==> config.mk <==
export PLATFORM = sky130hd
export DESIGN_NAME = bbt_scanner
export DESIGN_NICKNAME = d
export VERILOG_FILES = /design/src/rtl/bbs_pkg.sv /design/src/rtl/bbs_sync.sv /design/src/rtl/bbs_bus_cycler.sv /design/src/rtl/bbs_tally.sv /design/src/rtl/bbt_scanner.sv
export SDC_FILE = /design/constraint.sdc
export NUM_CORES = 1
export LEC_CHECK = 0
export ABC_AREA = 1
export CAP_MARGIN = 0
export CORE_MARGIN = 1
export CORE_UTILIZATION = 51
export CTS_BUF_LIST = sky130_fd_sc_hd__clkbuf_8
export DETAILED_ROUTE_END_ITERATION = 6
export HOLD_SLACK_MARGIN = 0.06
export PLACE_DENSITY = 0.87
export SYNTH_ARGS = -nofsm -noshare
export SYNTH_HDL_FRONTEND = slang
export SYNTH_HIERARCHICAL = 1
export SYNTH_SLANG_ARGS = --single-unit
==> constraint.sdc <==
create_clock -name clk -period 1.5 [get_ports clk]
set_input_delay 0.3 -clock clk [delete_from_list [all_inputs] [get_ports clk]]
set_output_delay 0.3 -clock clk [all_outputs]
set_load 0.01 [all_outputs]
==> src/rtl/bbs_pkg.sv <==
package bbs_pkg;

  typedef enum logic [1:0] {
    BUS_CMD  = 2'd0,
    BUS_ADDR = 2'd1,
    BUS_READ = 2'd2
  } bus_kind_t;

  typedef enum logic [3:0] {
    S_IDLE  = 4'd0,
    S_CMD   = 4'd1,
    S_A0    = 4'd2,
    S_A1    = 4'd3,
    S_A2    = 4'd4,
    S_WB    = 4'd5,
    S_RB    = 4'd6,
    S_READ  = 4'd7,
    S_WRITE = 4'd8,
    S_DONE  = 4'd9
  } scan_st_t;

  localparam logic [7:0] CMD_SPARE_PTR = 8'h50;
  localparam logic [7:0] ERASED_BYTE   = 8'hFF;
  localparam logic [7:0] MARK_COLUMN   = 8'h05;
  localparam int         PAGE_SHIFT    = 4;

  // Row address of a page: block number times pages-per-block, plus the page.
  function automatic logic [13:0] row_of(input logic [13:0] blk, input logic pg);
    return (blk << PAGE_SHIFT) | {13'd0, pg};
  endfunction

  // Byte sent in address cycle idx (0..2) for a given row.
  function automatic logic [7:0] addr_byte(input logic [1:0] idx, input logic [13:0] row);
    case (idx)
      2'd0:    return MARK_COLUMN;
      2'd1:    return row[7:0];
      default: return {2'b00, row[13:8]};
    endcase
  endfunction

  function automatic logic is_marked(input logic [7:0] b);
    return b != ERASED_BYTE;
  endfunction

endpackage

==> src/rtl/bbs_sync.sv <==
module bbs_sync #(
  parameter int STAGES = 2
) (
  input  logic clk,
  input  logic rst_n,
  input  logic d,
  output logic q
);
  logic [STAGES-1:0] sh;

  always_ff @(posedge clk or negedge rst_n) begin
    if (!rst_n) sh <= '0;
    else        sh <= {sh[STAGES-2:0], d};
  end

  assign q = sh[STAGES-1];
endmodule

==> src/rtl/bbs_bus_cycler.sv <==
module bbs_bus_cycler
  import bbs_pkg::*;
#(
  parameter int PULSE_CYC = 3
) (
  input  logic       clk,
  input  logic       rst_n,
  input  logic       req,
  input  bus_kind_t  kind,
  input  logic [7:0] wbyte,
  output logic       ack,
  output logic [7:0] rbyte,
  output logic       cle,
  output logic       ale,
  output logic       we_n,
  output logic       re_n,
  output logic [7:0] io_out,
  output logic       io_oe,
  input  logic [7:0] io_in
);
  localparam int CW = $clog2(PULSE_CYC + 1);
  localparam logic [CW-1:0] LAST = CW'(PULSE_CYC - 1);

  typedef enum logic [1:0] {C_IDLE, C_SET, C_LOW, C_HIGH} cyc_st_t;

  cyc_st_t   st;
  logic [CW-1:0] cnt;
  logic      is_read;

  assign ack = (st == C_HIGH) && (cnt == LAST);

  always_ff @(posedge clk or negedge rst_n) begin
    if (!rst_n) begin
      st      <= C_IDLE;
      cnt     <= '0;
      is_read <= 1'b0;
      cle     <= 1'b0;
      ale     <= 1'b0;
      we_n    <= 1'b1;
      re_n    <= 1'b1;
      io_out  <= 8'h00;
      io_oe   <= 1'b0;
      rbyte   <= 8'h00;
    end else begin
      case (st)
        C_IDLE: if (req) begin
          is_read <= (kind == BUS_READ);
          cle     <= (kind == BUS_CMD);
          ale     <= (kind == BUS_ADDR);
          io_out  <= wbyte;
          io_oe   <= (kind != BUS_READ);
          cnt     <= '0;
          st      <= C_SET;
        end
        C_SET: begin
          if (is_read) re_n <= 1'b0;
          else         we_n <= 1'b0;
          cnt <= '0;
          st  <= C_LOW;
        end
        C_LOW: begin
          if (cnt == LAST) begin
            we_n <= 1'b1;
            re_n <= 1'b1;
            if (is_read) rbyte <= io_in;
            cnt <= '0;
            st  <= C_HIGH;
          end else begin
            cnt <= cnt + 1'b1;
          end
        end
        default: begin
          if (cnt == LAST) begin
            cle   <= 1'b0;
            ale   <= 1'b0;
            io_oe <= 1'b0;
            st    <= C_IDLE;
          end else begin
            cnt <= cnt + 1'b1;
          end
        end
      endcase
    end
  end
endmodule

==> src/rtl/bbs_tally.sv <==
module bbs_tally #(
  parameter int CNT_W    = 11,
  parameter int MIN_GOOD = 1014
) (
  input  logic             clk,
  input  logic             rst_n,
  input  logic             clr,
  input  logic             inc,
  input  logic             closed,
  output logic [CNT_W-1:0] count,
  output logic             low
);
  always_ff @(posedge clk or negedge rst_n) begin
    if (!rst_n)   count <= '0;
    else if (clr) count <= '0;
    else if (inc) count <= count + 1'b1;
  end

  assign low = closed && (count < CNT_W'(MIN_GOOD));
endmodule

==> src/rtl/bbt_scanner.sv <==
module bbt_scanner
  import bbs_pkg::*;
#(
  parameter int NUM_BLOCKS = 1024,
  parameter int MIN_GOOD   = 1014,
  parameter int PULSE_CYC  = 3,
  parameter int WB_CYC     = 4,
  localparam int BLK_W     = $clog2(NUM_BLOCKS),
  localparam int CNT_W     = $clog2(NUM_BLOCKS + 1)
) (
  input  logic             clk,
  input  logic             rst_n,
  input  logic             start,
  output logic             done,
  output logic             nd_ce_n,
  output logic             nd_cle,
  output logic             nd_ale,
  output logic             nd_we_n,
  output logic             nd_re_n,
  output logic [7:0]       nd_io_out,
  output logic             nd_io_oe,
  input  logic [7:0]       nd_io_in,
  input  logic             nd_rb,
  output logic             bm_we,
  output logic [BLK_W-1:0] bm_addr,
  output logic             bm_bad,
  output logic [CNT_W-1:0] good_count,
  output logic             low_cap
);
  localparam int WBW = $clog2(WB_CYC + 1);
  localparam logic [BLK_W-1:0] LAST_BLK = BLK_W'(NUM_BLOCKS - 1);

  scan_st_t         st;
  logic [BLK_W-1:0] blk;
  logic             pg;
  logic             bad_acc;
  logic [WBW-1:0]   wb_cnt;

  logic             bus_req;
  bus_kind_t        bus_kind;
  logic [7:0]       bus_byte;
  logic             bus_ack;
  logic [7:0]       bus_rbyte;
  logic [13:0]      row;

  // Named events for the checker
  logic ev_launch;
  logic ev_page_read;
  logic ev_blk_commit;
  logic rb_ready;

  assign row           = row_of(14'(blk), pg);
  assign ev_launch     = start && ((st == S_IDLE) || (st == S_DONE));
  assign ev_page_read  = (st == S_READ) && bus_ack;
  assign ev_blk_commit = (st == S_WRITE);

  bbs_sync #(.STAGES(2)) u_rb_sync (
    .clk  (clk),
    .rst_n(rst_n),
    .d    (nd_rb),
    .q    (rb_ready)
  );

  always_comb begin
    bus_req  = 1'b0;
    bus_kind = BUS_CMD;
    bus_byte = 8'h00;
    case (st)
      S_CMD:  begin bus_req = 1'b1; bus_kind = BUS_CMD;  bus_byte = CMD_SPARE_PTR; end
      S_A0:   begin bus_req = 1'b1; bus_kind = BUS_ADDR; bus_byte = addr_byte(2'd0, row); end
      S_A1:   begin bus_req = 1'b1; bus_kind = BUS_ADDR; bus_byte = addr_byte(2'd1, row); end
      S_A2:   begin bus_req = 1'b1; bus_kind = BUS_ADDR; bus_byte = addr_byte(2'd2, row); end
      S_READ: begin bus_req = 1'b1; bus_kind = BUS_READ; end
      default: ;
    endcase
  end

  bbs_bus_cycler #(.PULSE_CYC(PULSE_CYC)) u_cycler (
    .clk   (clk),
    .rst_n (rst_n),
    .req   (bus_req),
    .kind  (bus_kind),
    .wbyte (bus_byte),
    .ack   (bus_ack),
    .rbyte (bus_rbyte),
    .cle   (nd_cle),
    .ale   (nd_ale),
    .we_n  (nd_we_n),
    .re_n  (nd_re_n),
    .io_out(nd_io_out),
    .io_oe (nd_io_oe),
    .io_in (nd_io_in)
  );

  always_ff @(posedge clk or negedge rst_n) begin
    if (!rst_n) begin
      st      <= S_IDLE;
      blk     <= '0;
      pg      <= 1'b0;
      bad_acc <= 1'b0;
      wb_cnt  <= '0;
      nd_ce_n <= 1'b1;
    end else begin
      if (ev_launch) begin
        st      <= S_CMD;
        blk     <= '0;
        pg      <= 1'b0;
        bad_acc <= 1'b0;
        nd_ce_n <= 1'b0;
      end else begin
        case (st)
          S_CMD: if (bus_ack) st <= S_A0;
          S_A0:  if (bus_ack) st <= S_A1;
          S_A1:  if (bus_ack) st <= S_A2;
          S_A2:  if (bus_ack) begin
            wb_cnt <= '0;
            st     <= S_WB;
          end
          S_WB: begin
            if (wb_cnt == WBW'(WB_CYC - 1)) st <= S_RB;
            else                           wb_cnt <= wb_cnt + 1'b1;
          end
          S_RB: if (rb_ready) st <= S_READ;
          S_READ: if (bus_ack) begin
            bad_acc <= bad_acc | is_marked(bus_rbyte);
            if (!pg) begin
              pg <= 1'b1;
              st <= S_CMD;
            end else begin
              st <= S_WRITE;
            end
          end
          S_WRITE: begin
            bad_acc <= 1'b0;
            pg      <= 1'b0;
            if (blk == LAST_BLK) begin
              st      <= S_DONE;
              nd_ce_n <= 1'b1;
            end else begin
              blk <= blk + 1'b1;
              st  <= S_CMD;
            end
          end
          default: ;
        endcase
      end
    end
  end

  assign bm_we   = ev_blk_commit;
  assign bm_addr = blk;
  assign bm_bad  = bad_acc;
  assign done    = (st == S_DONE);

  bbs_tally #(.CNT_W(CNT_W), .MIN_GOOD(MIN_GOOD)) u_tally (
    .clk   (clk),
    .rst_n (rst_n),
    .clr   (ev_launch),
    .inc   (ev_blk_commit && !bad_acc),
    .closed(done),
    .count (good_count),
    .low   (low_cap)
  );
endmodule

# Word level (Yosys, flattened, before mapping)
# Cells that the tools add are included.
# totals
reg_bits	59
inputBits	12
output_inout_bits	39
word_cells	145
# op_classes
n_addsub	4
magnitude_cmp	1
n_eq_ne	34
muxes	51
n_bitwise	4
n_reduce_logical	33
# ops
op	count
4-bit two-way mux	10
4-bit one-hot mux with 8 select lines	1
8-bit one-hot mux with 4 select lines	1
10-bit two-way mux	3
11-bit two-way mux	2
3-bit inequality test, second input constant	6
4-bit by 3-bit equality test with 1-bit output, second input constant	4
1-bit two-way mux	15
3-bit AND reduction	5
14-bit by 1-bit bitwise OR with 14-bit output	1
1-bit one-hot mux with 2 select lines	7
2-bit two-way mux	6
2-bit inequality test, second input constant	6
2-bit one-hot mux with 3 select lines	2
2-bit nonzero test	6
11-bit by 1-bit adder with 11-bit output, second input constant	1
11-bit by 10-bit < comparator with 1-bit output, second input constant	1
10-bit by 1-bit adder with 10-bit output, second input constant	1
10-bit equality test, second input constant	1
2-bit AND reduction	5
9-bit nonzero test	1
2-bit equality test, second input constant	4
4-bit by 2-bit equality test with 1-bit output, second input constant	2
4-bit equality test, second input constant	2
25 further kinds	34

# Depth between registers and ports, before layout
# depth
word_depth	6
mapped_depth	12
depth_no_buf	12

# Hierarchy
# Netlist, hierarchy kept.
# modules_own_cells
mod	n_inst	cells_each	area_each_um2	seq_area_each_um2
bbt_scanner	1	212	1432.6	501.7
bbs_bus_cycler	1	165	1345.0	653.1
bbs_tally	1	87	645.6	275.3
bbs_sync	1	2	50.0	50.0

# Worst setup path after synthesis
# No wires, ideal clock.
# synth_timing
path_type	register to register
startpoint	register, netlist name st[1]
endpoint	register u_tally.count[8]
setup_time_ns	0.121
arrival_ns	1.514
t_required_ns	1.379
slack_ns	-0.135
path_stages_with_launch	12
n_path_buf	1
synth_period_minus_slack_ns	1.635
cell_sequence	dfrtp_1 > buf_6 > nor2_1 > nand2_1 > nand2_2 > nand2_4 > inv_1 > nor2_4 > nor2_4 > nand3_2 > o21ai_0 > nor2_1
# synth_lines
element	line	text
to (signal assigned)	bbs_tally.sv:16	else if (inc) count <= count + 1'b1;
to (decl)	bbs_tally.sv:10	output logic [CNT_W-1:0] count,

# Final worst setup path
# layout_timing
startpoint	register u_tally.count[1]
endpoint	output port low_cap
# layout_via
elab_chain_len	2
# layout_lines
element	line	text
11-bit by 10-bit < comparator with 1-bit output	bbs_tally.sv:19	assign low = closed && (count < CNT_W'(MIN_GOOD));
1-bit logical AND	bbs_tally.sv:19	
to (decl)	bbt_scanner.sv:28	output logic low_cap
# Every way passes these cells.

==> impl_metrics.yaml <==
floorplanning:
  core_area_um2: 6460
  io_pins: 51
  fp.dieH_um: 84.5
  rows: 29
  die-area_um2: 7140
  fp.dieW_um: 84.5
  start_util_pct: 53.8
finish:
  drive_gt1_share_pct: 43.5
  syn_to_final_growth_pct: 65.0
  seq_area_um2: 1490
  antenna_cells: 0
  fin_nets: 647
  multiInputGateArea_um2: 2360
  fillers: 268
synth:
  synth_area_leaders: "dfrtp_1, nand2_1, nand3_1, inv_1, ha_1"
  ys_async_sr_fraction_pct: 100
  yosys.cell_count.top_type: "nand2_1"
  synth_fp_nets: 492
  yosysUniqueCellTypes: 29
  synth_edf_count: 0
  yosys.area.top_type: "dfrtp_1"
  yosys_warnings: 6
  ys_seq_area_share_pct: 42.6
  synth_area_um2: 3470
  postSynthCellCount: 466
  synth_top_area_share_pct: 40.3
  avgSynthCellArea_um2: 7.45
  synth_ff_type: "dfrtp_1"
  synth_seq_cells: 59
  synth_common_cells: "nand2_1, inv_1, dfrtp_1"
power:
  power_leakage_nw: 2.85
  power_density_nw_per_um2: 2070
  ir_drop_v: 0.00182
sta:
  fin_crit_ns: 2.02
  grt_setup_unrepaired: "true"
  fmax_mhz: 494
  slew-limit-headroom_pct: 66.7
  hold_viol_final: 0
  setup_viol: 53
  setup_tns_ns: -9.21
  tightestPinTransition_ns: 0.500
  setup_ws_ns: -0.523
  skew_ns: 0.0189
  period_share_pct: 135
  slew_viol_final: 0
grt:
  grt_pass1_wl_um: 20100
  grt_pass1_vias: 4165
  grt_usage_pct: 36.6
  grt_max_degree: 30
  grt_overflow_total: 0
  antenna_found_initial: 0
drt:
  viasPerCell: 6.33
  drt_pass1_iterations: 7
  route.detailed.drc: 11
  totalWireLength_um: 15500
  routedWlPerCell_um: 22.0
  drtIter0Drc: 565
  ant_nets: 0
  route.vias.total: 4450
critical_path:
  cp_top_family: "flip-flops"
  cp_slowest_cell: "dfrtp_1"
  path_cells: "nand2_1 -> inv_1 -> o211ai_1 -> nand2_1 -> nor2_1 -> buf_2"
  crit-reg2reg-launch: "st[1]"
  reg2reg_to: "u_tally/count[3]"
  rr_worst_depth: 10
  critPathMaxFanout: 3
  critPathLaunch: "u_tally/count[1]"
  critical_path_buf_inv_count: 2
  cp.required_ns: 1.20
  cp-end-kind: "output port"
  reg2reg_slack_ns: -0.29
  worstSetupPathType: "reg2out"
  critPathMaxStageDelay_ns: 0.40
  start_kind: "register"
  path_depth: 6
  worstPathArrival_ns: 1.72
  path_common_cell: "nand2_1"
  endpoint: "low_cap"
clock_network:
  clkLatencyLatePin_ns: 0.37
  tritoncts: "yes"
  clock-sinks: 59
  clk_pin_slew_worst_paths_ns: 0.09
  clockRootBuffer: "clkbuf_8"
  cts_made_buffers: 9
  htree_levels: 3
  clockBufferDepth: 2
status:
  violations: "DRC, setup timing"
  status: "complete, but fails checks"
placement:
  io_buffers: 50
  place_congestion: 0.926
  pre_cts_slack_ns: -0.233
  dp_hpwl_um: 6630
min_path:
  hold_class: "in2async"
job:
  maxCapViolations: 0
placed cells by master, fill, tap and decap left out, drive strengths merged, types with 8 or more instances in the layout:
cell type        n
clkbuf          11
inv             61
nand2          165
buf            102
nand3           49
clkdlybuf4s50   10
o21ai           30
ha              14
dfrtp           56
nor2            52
nand4            8
dlygate4sd2     29
registers in the layout (all words and copies together), names as in the netlist, 2 cells and up:
name	cells
u_rb_sync/sh	2
u_tally/count	11
st	4
u_cycler/cnt	2
wb_cnt	3
u_cycler/io_out	8
u_cycler/st	2
bm_addr	10
u_cycler/rbyte	8
cell families after synthesis:
family,share of synthesized area [%]
simple gates,35.2
fa+ha+maj,5.04
flops,42.6
buf+inv,8.68
xor+xnor,1.01
compound gates,7.46
what timing repair did:
action                                 in CTS  in global routing
pin swaps                                  31                 28
setup endpoints to repair                  82                 66
resized for setup                         164                116
hold buffers                                1                  0
buffers inserted                           20                 23
gates cloned                                4                  0
endpoints found under the hold margin       8                  0
through the flow:
step / instance area (um2) / power, mW / utilization, % / cells / hold slack [ns]
finish: 5730 / 11.8 / 88.7 / 703 / 0.328
global route: 5730 / 12.2 / 88.7 / 703 / 0.356
detailed placement: 4480 / 6.84 / 69.3 / 646 / 0.185
floorplan: 3490 / 5.08 / - / 466 / 0.00441
CTS: 5190 / 9.78 / 80.4 / 684 / 0.343
global placement: 4480 / 6.65 / 69.3 / 646 / 0.178
how the worst min path moves through the flow:
stage          startpoint              end  cells past startpoint
4_1_cts             rst_n   u_cycler/st[1]                      2
2_1_floorplan       rst_n       bm_addr[0]                      0
3_3_place_gp        rst_n  u_rb_sync/sh[1]                      1
3_5_place_dp        rst_n  u_rb_sync/sh[1]                      1
6_report            rst_n   u_cycler/st[1]                      2
5_1_grt             rst_n   u_cycler/st[1]                      2
metal layers:
layer,wire length [um],up-vias,part of all wire (%),global-route usage [%]
li1,-,1789,-,-
met1,5290,2097,34,41.0
met2,7240,432,47,62.7
met3,1810,132,12,7.47
met4,1120,0,7.2,25.1
met5,0,-,0,0
cell type report:
| type | count | share of cell area, % |
|---|---|---|
| timing repair buffer | 149 | 22.8 |
| clock buffer | 9 | 2.16 |
| sequential | 59 | 25.9 |
| multi-input combinational | 340 | 41.1 |
| clock inverter | 7 | 1.75 |
| inverter | 61 | 4.50 |
| tap | 77 | 1.68 |
| timing repair inverter | 1 | 0.131 |
power breakdown:
group	internal [mW]	switching (mW)
Clock	0.949	0.775
Combinational	3.13	4.50
Sequential	2.05	0.432
Total	6.13	5.71
Note: power is estimated with default switching activity, not from simulation.
